<file path="src/rtl/ipi_dest_pkg.sv">
package ipi_dest_pkg;
  localparam int DEST_W = 8;
  localparam int FMT_W  = 4;
  localparam int HALF_W = DEST_W / 2;

  typedef enum logic [2:0] {
    DM_FIXED   = 3'd0,
    DM_LOWEST  = 3'd1,
    DM_SMI     = 3'd2,
    DM_RSV3    = 3'd3,
    DM_NMI     = 3'd4,
    DM_INIT    = 3'd5,
    DM_STARTUP = 3'd6,
    DM_RSV7    = 3'd7
  } dmode_e;

  typedef enum logic [1:0] {
    SH_DEST   = 2'd0,
    SH_SELF   = 2'd1,
    SH_ALL    = 2'd2,
    SH_OTHERS = 2'd3
  } short_e;

  localparam logic [FMT_W-1:0] FMT_FLAT    = 4'hF;
  localparam logic [FMT_W-1:0] FMT_CLUSTER = 4'h0;

  function automatic logic flat_hit(input logic [DEST_W-1:0] d, input logic [DEST_W-1:0] ld);
    return |(d & ld);
  endfunction

  function automatic logic cluster_hit(input logic [DEST_W-1:0] d, input logic [DEST_W-1:0] ld);
    return (d[DEST_W-1:HALF_W] == ld[DEST_W-1:HALF_W]) && (|(d[HALF_W-1:0] & ld[HALF_W-1:0]));
  endfunction

  function automatic logic logical_hit(input logic [DEST_W-1:0] d, input logic [DEST_W-1:0] ld,
                                       input logic [FMT_W-1:0] fmt);
    if (fmt == FMT_FLAT)         return flat_hit(d, ld);
    else if (fmt == FMT_CLUSTER) return cluster_hit(d, ld);
    else                         return 1'b0;
  endfunction

  function automatic logic is_arb_load(input logic [2:0] dm, input logic lvl, input logic trg);
    return (dmode_e'(dm) == DM_INIT) && !lvl && trg;
  endfunction
endpackage

</file>
<file path="src/rtl/ipi_target_match.sv">
module ipi_target_match
  import ipi_dest_pkg::*;
(
  input  logic [DEST_W-1:0] dest,
  input  logic [DEST_W-1:0] my_id,
  input  logic [DEST_W-1:0] my_logdest,
  input  logic [FMT_W-1:0]  my_format,
  output logic              phys_hit,
  output logic              log_hit
);
  assign phys_hit = (dest == my_id);
  assign log_hit  = logical_hit(dest, my_logdest, my_format);
endmodule

</file>
<file path="src/rtl/ipi_lowest_pick.sv">
module ipi_lowest_pick #(
  parameter int W = 8
)(
  input  logic [W-1:0] req,
  output logic [W-1:0] grant
);
  assign grant = req & (~req + W'(1));
endmodule

</file>
<file path="src/rtl/ipi_strobe_fanout.sv">
module ipi_strobe_fanout
  import ipi_dest_pkg::*;
#(
  parameter int N_AGENTS = 8,
  parameter int VEC_W    = 8
)(
  input  logic                      clk,
  input  logic                      rst_n,
  input  logic                      fire,
  input  logic [N_AGENTS-1:0]       mask,
  input  logic [2:0]                dmode,
  input  logic [VEC_W-1:0]          vector,
  input  logic                      trig,
  input  logic                      level,
  input  logic [N_AGENTS*DEST_W-1:0] cfg_id,
  output logic                      strobe_v,
  output logic                      arb_load_evt,
  output logic [N_AGENTS-1:0]       irq_stb,
  output logic [VEC_W-1:0]          irq_vector,
  output logic                      irq_trig,
  output logic [N_AGENTS-1:0]       smi_stb,
  output logic [N_AGENTS-1:0]       nmi_stb,
  output logic [N_AGENTS-1:0]       init_stb,
  output logic [N_AGENTS-1:0]       sipi_stb,
  output logic [N_AGENTS*VEC_W-1:0] sipi_vec,
  output logic [N_AGENTS*DEST_W-1:0] arb_id
);
  logic [N_AGENTS-1:0] lowest_oh;
  logic                sipi_evt;
  dmode_e              dm;

  assign dm           = dmode_e'(dmode);
  assign arb_load_evt = fire && is_arb_load(dmode, level, trig);
  assign sipi_evt     = fire && (dm == DM_STARTUP);

  ipi_lowest_pick #(.W(N_AGENTS)) u_lowest (.req(mask), .grant(lowest_oh));

  always_ff @(posedge clk) begin
    if (!rst_n) begin
      strobe_v   <= 1'b0;
      irq_stb    <= '0;
      smi_stb    <= '0;
      nmi_stb    <= '0;
      init_stb   <= '0;
      sipi_stb   <= '0;
      irq_vector <= '0;
      irq_trig   <= 1'b0;
    end else begin
      strobe_v <= fire;
      irq_stb  <= '0;
      smi_stb  <= '0;
      nmi_stb  <= '0;
      init_stb <= '0;
      sipi_stb <= '0;
      if (fire) begin
        irq_vector <= vector;
        irq_trig   <= trig;
        case (dm)
          DM_FIXED:   irq_stb  <= mask;
          DM_LOWEST:  irq_stb  <= lowest_oh;
          DM_SMI:     smi_stb  <= mask;
          DM_NMI:     nmi_stb  <= mask;
          DM_INIT:    if (!arb_load_evt) init_stb <= mask;
          DM_STARTUP: sipi_stb <= mask;
          default:    ;
        endcase
      end
    end
  end

  for (genvar g = 0; g < N_AGENTS; g++) begin : g_slot
    always_ff @(posedge clk) begin
      if (!rst_n) begin
        arb_id[g*DEST_W +: DEST_W] <= '0;
        sipi_vec[g*VEC_W +: VEC_W] <= '0;
      end else begin
        if (arb_load_evt && mask[g]) arb_id[g*DEST_W +: DEST_W] <= cfg_id[g*DEST_W +: DEST_W];
        if (sipi_evt && mask[g])     sipi_vec[g*VEC_W +: VEC_W] <= vector;
      end
    end
  end
endmodule

</file>
<file path="src/rtl/ipi_dest_resolver.sv">
module ipi_dest_resolver
  import ipi_dest_pkg::*;
#(
  parameter int N_AGENTS = 8,
  parameter int VEC_W    = 8,
  localparam int IDX_W   = (N_AGENTS > 1) ? $clog2(N_AGENTS) : 1
)(
  input  logic                        clk,
  input  logic                        rst_n,
  input  logic                        req_valid,
  output logic                        req_ready,
  input  logic [DEST_W-1:0]           req_dest,
  input  logic                        req_logical,
  input  logic [1:0]                  req_shorthand,
  input  logic [2:0]                  req_dmode,
  input  logic [VEC_W-1:0]            req_vector,
  input  logic                        req_trig,
  input  logic                        req_level,
  input  logic [IDX_W-1:0]            req_sender,
  input  logic [N_AGENTS*DEST_W-1:0]  cfg_id,
  input  logic [N_AGENTS*DEST_W-1:0]  cfg_logdest,
  input  logic [N_AGENTS*FMT_W-1:0]   cfg_format,
  output logic [N_AGENTS-1:0]         irq_stb,
  output logic [VEC_W-1:0]            irq_vector,
  output logic                        irq_trig,
  output logic [N_AGENTS-1:0]         smi_stb,
  output logic [N_AGENTS-1:0]         nmi_stb,
  output logic [N_AGENTS-1:0]         init_stb,
  output logic [N_AGENTS-1:0]         sipi_stb,
  output logic [N_AGENTS*VEC_W-1:0]   sipi_vec,
  output logic [N_AGENTS*DEST_W-1:0]  arb_id
);
  logic [N_AGENTS-1:0] phys_hits, log_hits, phys_first, phys_mask;
  logic [N_AGENTS-1:0] dest_mask, self_oh, mask_d, mask_q;
  logic                accept, stage_a_v, strobe_v, arb_load_evt;
  logic [2:0]          dmode_q;
  logic [VEC_W-1:0]    vector_q;
  logic                trig_q, level_q;

  for (genvar g = 0; g < N_AGENTS; g++) begin : g_match
    ipi_target_match u_match (
      .dest      (req_dest),
      .my_id     (cfg_id[g*DEST_W +: DEST_W]),
      .my_logdest(cfg_logdest[g*DEST_W +: DEST_W]),
      .my_format (cfg_format[g*FMT_W +: FMT_W]),
      .phys_hit  (phys_hits[g]),
      .log_hit   (log_hits[g])
    );
  end

  ipi_lowest_pick #(.W(N_AGENTS)) u_phys_first (.req(phys_hits), .grant(phys_first));

  assign phys_mask = (req_dest == '1) ? '1 : phys_first;
  assign dest_mask = req_logical ? log_hits : phys_mask;
  assign self_oh   = N_AGENTS'(1) << req_sender;

  always_comb begin
    case (short_e'(req_shorthand))
      SH_SELF:   mask_d = self_oh;
      SH_ALL:    mask_d = '1;
      SH_OTHERS: mask_d = ~self_oh;
      default:   mask_d = dest_mask;
    endcase
  end

  assign req_ready = !stage_a_v && !strobe_v;
  assign accept    = req_valid && req_ready;

  always_ff @(posedge clk) begin
    if (!rst_n) begin
      stage_a_v <= 1'b0;
      mask_q    <= '0;
      dmode_q   <= '0;
      vector_q  <= '0;
      trig_q    <= 1'b0;
      level_q   <= 1'b0;
    end else begin
      stage_a_v <= accept;
      if (accept) begin
        mask_q   <= mask_d;
        dmode_q  <= req_dmode;
        vector_q <= req_vector;
        trig_q   <= req_trig;
        level_q  <= req_level;
      end
    end
  end

  ipi_strobe_fanout #(.N_AGENTS(N_AGENTS), .VEC_W(VEC_W)) u_fanout (
    .clk         (clk),
    .rst_n       (rst_n),
    .fire        (stage_a_v),
    .mask        (mask_q),
    .dmode       (dmode_q),
    .vector      (vector_q),
    .trig        (trig_q),
    .level       (level_q),
    .cfg_id      (cfg_id),
    .strobe_v    (strobe_v),
    .arb_load_evt(arb_load_evt),
    .irq_stb     (irq_stb),
    .irq_vector  (irq_vector),
    .irq_trig    (irq_trig),
    .smi_stb     (smi_stb),
    .nmi_stb     (nmi_stb),
    .init_stb    (init_stb),
    .sipi_stb    (sipi_stb),
    .sipi_vec    (sipi_vec),
    .arb_id      (arb_id)
  );
endmodule

</file>
<file path="config.mk">
export PLATFORM = sky130hd
export DESIGN_NAME = ipi_dest_resolver
export DESIGN_NICKNAME = d
export VERILOG_FILES = /design/src/rtl/ipi_dest_pkg.sv /design/src/rtl/ipi_target_match.sv /design/src/rtl/ipi_lowest_pick.sv /design/src/rtl/ipi_strobe_fanout.sv /design/src/rtl/ipi_dest_resolver.sv
export SDC_FILE = /design/constraint.sdc
export NUM_CORES = 1
export LEC_CHECK = 0
export BUFFER_PORTS_ARGS = -buffer_cell sky130_fd_sc_hd__clkbuf_2
export CAP_MARGIN = 10
export CORE_MARGIN = 2
export CORE_UTILIZATION = 44
export CTS_CLUSTER_SIZE = 14
export DETAILED_ROUTE_END_ITERATION = 16
export MAX_ROUTING_LAYER = met4
export PLACE_DENSITY = 0.76
export SLEW_MARGIN = 20
export SYNTH_ARGS = -nofsm -noshare
export SYNTH_HDL_FRONTEND = slang
export SYNTH_SLANG_ARGS = --single-unit
</file>
<file path="constraint.sdc">
create_clock -name clk -period 1.5 [get_ports clk]
set_input_delay 0.15 -clock clk [delete_from_list [all_inputs] [get_ports clk]]
set_output_delay 0.15 -clock clk [all_outputs]
set_load 0.005 [all_outputs]
</file>
# After elaboration in Yosys (flattened, before gate mapping)
# Cells that the tools add are included.
# word_totals
register_bits,200
input_bits,190
out_inout_bits,178
wordCells,173
# op_classes
n_addsub,2
n_eq_ne,33
shifts,1
n_mux,20
n_bitwise,24
n_reduce_logical,63
# op_table
operator,count
AND 8 bit,10
== test 8 bit,8
OR reduction 8 bit,8
OR reduction 4 bit,9
AND 4 bit,8
== test 4 bit,8
== test 4 bit (second input constant),8
logical NOT 4 bit,8
logical AND 1 bit,30
inverter 8 bit,3
case mux 8 bit (3 select lines),1
adder 8 x 1 -> 8 bit (second input constant),2
2-to-1 mux 1 bit,16
2-to-1 mux 8 bit,2
case mux 8 bit (2 select lines),1
== test 3 bit (second input constant),3
AND reduction 3 bit,3
== test 8 bit (second input constant),1
<< shifter 1 x 3 -> 8 bit (first input constant),1
== test 2 bit (second input constant),2
== test 3 x 1 -> 1 bit (second input constant),1
== test 3 x 2 -> 1 bit (second input constant),1
logical NOT 1 bit,3
logical NOT 3 bit,1
3 further kinds,5

# Longest topological paths before layout
# depth
ltp_word,7
depth_mapped,8
mapped_depth_nobuf,7

# By module
# A second synthesis with hierarchy kept.
# hier_totals
hier_cells,971
hier_area_um2,9250.1
# modules_own_cells
module,n_inst,cells_per_inst,area_per_inst_um2,seq_area_each_um2
ipi_strobe_fanout,1,639,6454.9,3563.4
ipi_target_match,8,24,195.2,0.0
ipi_dest_resolver,1,120,1066.0,440.4
ipi_lowest_pick,2,10,83.8,0.0

# Worst setup path before layout
# No wires, ideal clock.
# synth_path
path_kind,input port to flip-flop
start,input port req_dest[4]
end,register mask_q[2]
setup_ns,0.058
arrival_time_ns,1.589
required_time_ns,1.442
slack_ns,-0.146
cell_stages,6
n_path_buf,0
cell_sequence,ha_1 > or4_1 > o21ai_1 > nand2_1 > a2111oi_0 > a21o_1
# synth_between
elab_chain_cells,7
elab_cells_between_ends,16
cone_classes,add/sub: 1; eq/ne: 5; mux: 5; bitwise: 3; reduce/logical: 2
# synth_lines
element,line,rtl
from (decl),ipi_dest_resolver.sv:12,"input logic [DEST_W-1:0] req_dest,"
== test 8 bit,ipi_target_match.sv:11,assign phys_hit = (dest == my_id);
inverter 8 bit,ipi_lowest_pick.sv:7,assign grant = req & (~req + W'(1));
adder 8 x 1 -> 8 bit,ipi_lowest_pick.sv:7,
AND 8 bit,ipi_lowest_pick.sv:7,
2-to-1 mux 8 bit,ipi_dest_resolver.sv:53,assign phys_mask = (req_dest == '1) ? '1 : phys_first;
2-to-1 mux 8 bit *,ipi_dest_resolver.sv:54,assign dest_mask = req_logical ? log_hits : phys_mask;
case mux 8 bit (3 select lines) *,ipi_dest_resolver.sv:58,case (short_e'(req_shorthand))
to (signal assigned),ipi_dest_resolver.sv:80,mask_q <= mask_d;
to (decl),ipi_dest_resolver.sv:34,"logic [N_AGENTS-1:0] dest_mask, self_oh, mask_d, mask_q;"
# Every way passes the cells marked *; elsewhere a longest branch is shown, timed or not.
# A chain may end at the register's enable or synchronous reset.

# Worst setup path in the final report
# layout_path
start,register dmode_q[1]
end,register u_fanout.arb_id[16]
# layout_between
elab_chain_cells,5
# layout_lines
element,line,rtl
from (decl),ipi_dest_resolver.sv:36,logic [2:0] dmode_q;
from (signal assigned),ipi_dest_resolver.sv:81,dmode_q <= req_dmode;
== test 3 bit,ipi_dest_pkg.sv:43,return (dmode_e'(dm) == DM_INIT) && !lvl && trg;
logical AND 1 bit (2 in series),ipi_dest_pkg.sv:43,
logical AND 1 bit,ipi_strobe_fanout.sv:33,"assign arb_load_evt = fire && is_arb_load(dmode, level, trig);"
logical AND 1 bit,ipi_strobe_fanout.sv:77,if (arb_load_evt && mask[g]) arb_id[g*DEST_W +: DEST_W] <= cfg_id[g*DEST_W +: DEST_W];
"to (signal, indexed assignment)",ipi_strobe_fanout.sv:77,
to (decl),ipi_strobe_fanout.sv:26,output logic [N_AGENTS*DEST_W-1:0] arb_id
# No other way between the ends.

==> results.md <==
- Status: complete, but fails checks
- Failing checks: negative setup slack
- WHS Endpoint: u_fanout.arb_id[59]$_SDFFE_PN0P_
- Router iterations before antenna repair: 4
- Slew Limit Fails: 0
- Nets@finish: 1753
- CP Launch Type: flip-flop
- Slew HR: about 58%
- Hold Vio Cnt, Final: 0
- RSZ-0062 raised after global routing: true
- # placed instances: about 1700
- Top Metal Used: met4
- Core area: about 0.021 sq mm
- Final ANT Viol Nets: 0
- Count of input and output buffers: around 370
- Vias in the first global route: between 9000 and 10000
- Chip Height: approximately 150 microns
- Share of layout cells above drive strength 1: about two fifths
- Worst slack, placed: -0.4649 ns
- DRC errors left: 0
- TritonCTS clock tree: done
- GRT overflow: 0
- Combinational share of power: between 10 and 15%
- Sequential area share after synthesis: about 43%
- # IOs: about 370
- Finished Layout Cells: between 1500 and 2000
- Yosys cell types: 52
- Int Pwr: 8.611 mW
- Count leader, synth: dfxtp_1
- Initial antenna violation count: 0
- GRT Total Usage: a little under a third
- Hold Path Depth: 3
- Worst Path Required: roughly 1.9 ns
- Wl on met1: 14990 microns
- Synthesized cell area: around 0.0093 sq mm
- Synth area leader: dfxtp_1
- Clock Power Share: between 40% and 50%
- Synth Warn #: 0
- Routed WL: about 35000 microns
- Clock Skews: ~0.021 ns
- Syn_area_per_cell: 8.736 sq um
- Synth Register Bits: 200
- CP endpoint kind: flip-flop
- EDFF count, synth: 0
- Syn_nets: 1285
- Die span in x: about 150 microns
- Synth Flop Type: dfxtp_1
- DR WL/cell: 19.21 microns
- Synth-to-Final Area Change: 50.09%
- Switching Fraction: 28.18%
- Vias after detailed routing: between 9000 and 10000
- Largest cells by area after synthesis: dfxtp_1 43%, a21boi_0 11%, nand2_1 7.4%
- Final setup violation count: just under 80
- Lkg Pwr: 5.908 nW
- Worst IR Drop VDD: roughly 0.70 mV
- Minimum clock period: around 1.6 ns
- Reg2Reg Depth: 7
- Die area: roughly 0.022 sq mm
- Largest net degree at the start of global routing: roughly 110
- Met3 WL: 2243 microns
- Fmax: between 600 and 700 MHz
- Worst Tran Pin Value: between 0.6 and 0.7 ns
- Initial Util: 44.46%
- Asr flop ratio synth: 0%
- Post-DP HPWL: roughly 25000 microns
- Worst-path clk slew: around 0.08 ns
- Maximum clock path buffer count: 2
- First-pass GRT wire length: 51270 microns
- Top cell type's share of synthesized area: between 40 and 50%
- Hold WC Path Type: primary input to flip-flop
- Vias/cell: ~5.5
- Register-to-register setup slack: -0.14 ns
- Met2 wire length: approximately 17000 microns
- Switching Power: ~3.4 mW
- Skew-Pair Late Insertion Delay: between 0.4 and 0.5 ns
- Flop pwr share: 45.6%
- CTS buffer count: 17
- R2R Path Start: dmode_q[1]$_SDFFE_PN0P_
- Max-Cap Viols: 0
- Post-synth top cells: 200 x dfxtp_1, 183 x nand2_1, 139 x a21boi_0
- Fin crit share: 109.6%
- Final core area utilization: around two thirds
- Clock Tree Root: clkbuf_16
- Row count: 53
- Reg-to-Reg End: u_fanout.arb_id[16]$_SDFFE_PN0P_
- Arrival @ worst endpoint: around 2 ns
- PD cells: 860.3 mW/mm^2
- N_diodes: 0
- H-tree depth: 4
- Filler cells: 1638
- GPL Wtd Cong: between 0.9 and 1
- Critical path class: flip-flop to flip-flop
- CP max FO: 8
- Post-synthesis instance total: ~1100
- CTS sink cnt: 200
- Final worst setup slack: -0.1445 ns
- HP Start: cfg_id[59]
- 1st-iter DRT viols: 538
==> state kept, by name, indices dropped and copies added, names as in the netlist, 3 cells and up <==
signal               count
u_fanout.sipi_vec       64
u_fanout.irq_vector      8
u_fanout.arb_id         64
u_fanout.irq_stb         8
u_fanout.smi_stb         8
dmode_q                  3
u_fanout.nmi_stb         8
mask_q                   8
vector_q                 8
u_fanout.init_stb        8
u_fanout.sipi_stb        8
==> layout by cell type (no fill, tap or decap), types with 10 or more instances in the layout <==
master and instances:
nand2_1 155, xor2_1 11, nand3_2 31, xnor2_1 59
clkbuf_2 362, and2_1 27, ha_1 29, dfxtp_1 197
nor4_1 19, dlygate4sd3_1 56, buf_12 11, nand3_1 97
a21boi_0 46, buf_8 12, clkbuf_16 19, a21boi_2 14
and3_1 20, a21boi_1 84, buf_4 80, nand4_1 25
o21ai_0 19, nor2b_1 10, nand2_2 16
==> timing repair <==
action | CTS | global route
buffers inserted | 3 | 8
hold buffers | 54 | 2
endpoints found under the setup margin | 72 | 135
hold endpoints to repair | 54 | 2
gates cloned | 1 | 3
pin swaps | 8 | 41
resized for setup | 82 | 165
==> cell families after synthesis <==
family          synth area share, %
fa+ha+maj                     4.311
compound gates                16.14
xor+xnor                      6.777
simple gates                  24.47
flops                         43.12
mux                          0.9701
buf+inv                       4.217
==> per-layer routing <==
layer	global-route usage [%]	vias to the layer above
li1	-	4676
met1	38.94	4762
met2	50.05	445
met3	4.404	57
met4	10.33	0
met5	-	-
==> power by group through the flow <==
stage	sequential, mW	clock (mW)	combinational (mW)
5_1_grt	5.47	5.07	1.83
3_5_place_dp	5.57	0	1.47
6_report	5.46	4.82	1.71
2_1_floorplan	5.51	0	0.745
3_3_place_gp	5.57	0	1.44
4_1_cts	5.45	4.89	1.60
==> per-stage QoR <==
stage                     setup TNS, ns  total power, mW  hold slack [ns]  area, sq um
final                            -6.272            11.99         0.003036        13940
after global routing             -12.29            12.38         0.008621        13940
after CTS                        -7.569            11.94        0.0001046        13340
after detailed placement         -13.60            7.041           0.4117        11980
after global placement           -10.65            7.011           0.3859        11980
after floorplan                 -0.4663            6.257           0.2949         9361
==> worst max path at each step <==
stage,slack [ns],startpoint,cells past startpoint,end
2_1_floorplan,-0.05,req_dest[4],6,mask_q[3]$_SDFFE_PN0P_
3_3_place_gp,-0.45,req_dest[4],7,mask_q[3]$_SDFFE_PN0P_
3_5_place_dp,-0.46,req_dest[4],7,mask_q[2]$_SDFFE_PN0P_
4_1_cts,-0.15,dmode_q[1]$_SDFFE_PN0P_,7,u_fanout.arb_id[18]$_SDFFE_PN0P_
5_1_grt,-0.25,dmode_q[1]$_SDFFE_PN0P_,7,u_fanout.arb_id[16]$_SDFFE_PN0P_
6_report,-0.14,dmode_q[1]$_SDFFE_PN0P_,7,u_fanout.arb_id[16]$_SDFFE_PN0P_
==> layout make-up <==
cell class	instances	area, sq um	share of cell area, %
Clock inverter	15	206.4	1.481
Multi-Input combinational cell	777	5414	38.84
Inverter	1	3.754	0.02693
Clock buffer	17	425.4	3.052
Sequential cell	200	4008	28.75
Tap cell	275	344.1	2.469
Timing Repair Buffer	534	3537	25.38
==> critical path, cell delays in order, from the launching register on <==
cell      delay, ns
dfxtp_2        0.33
nand3b_1       0.22
nor4bb_4       0.31
buf_6          0.18
buf_12         0.15
buf_8          0.13
nand3_1        0.09
a21boi_1       0.15
No activity file was read; power rests on OpenSTA's default activity.
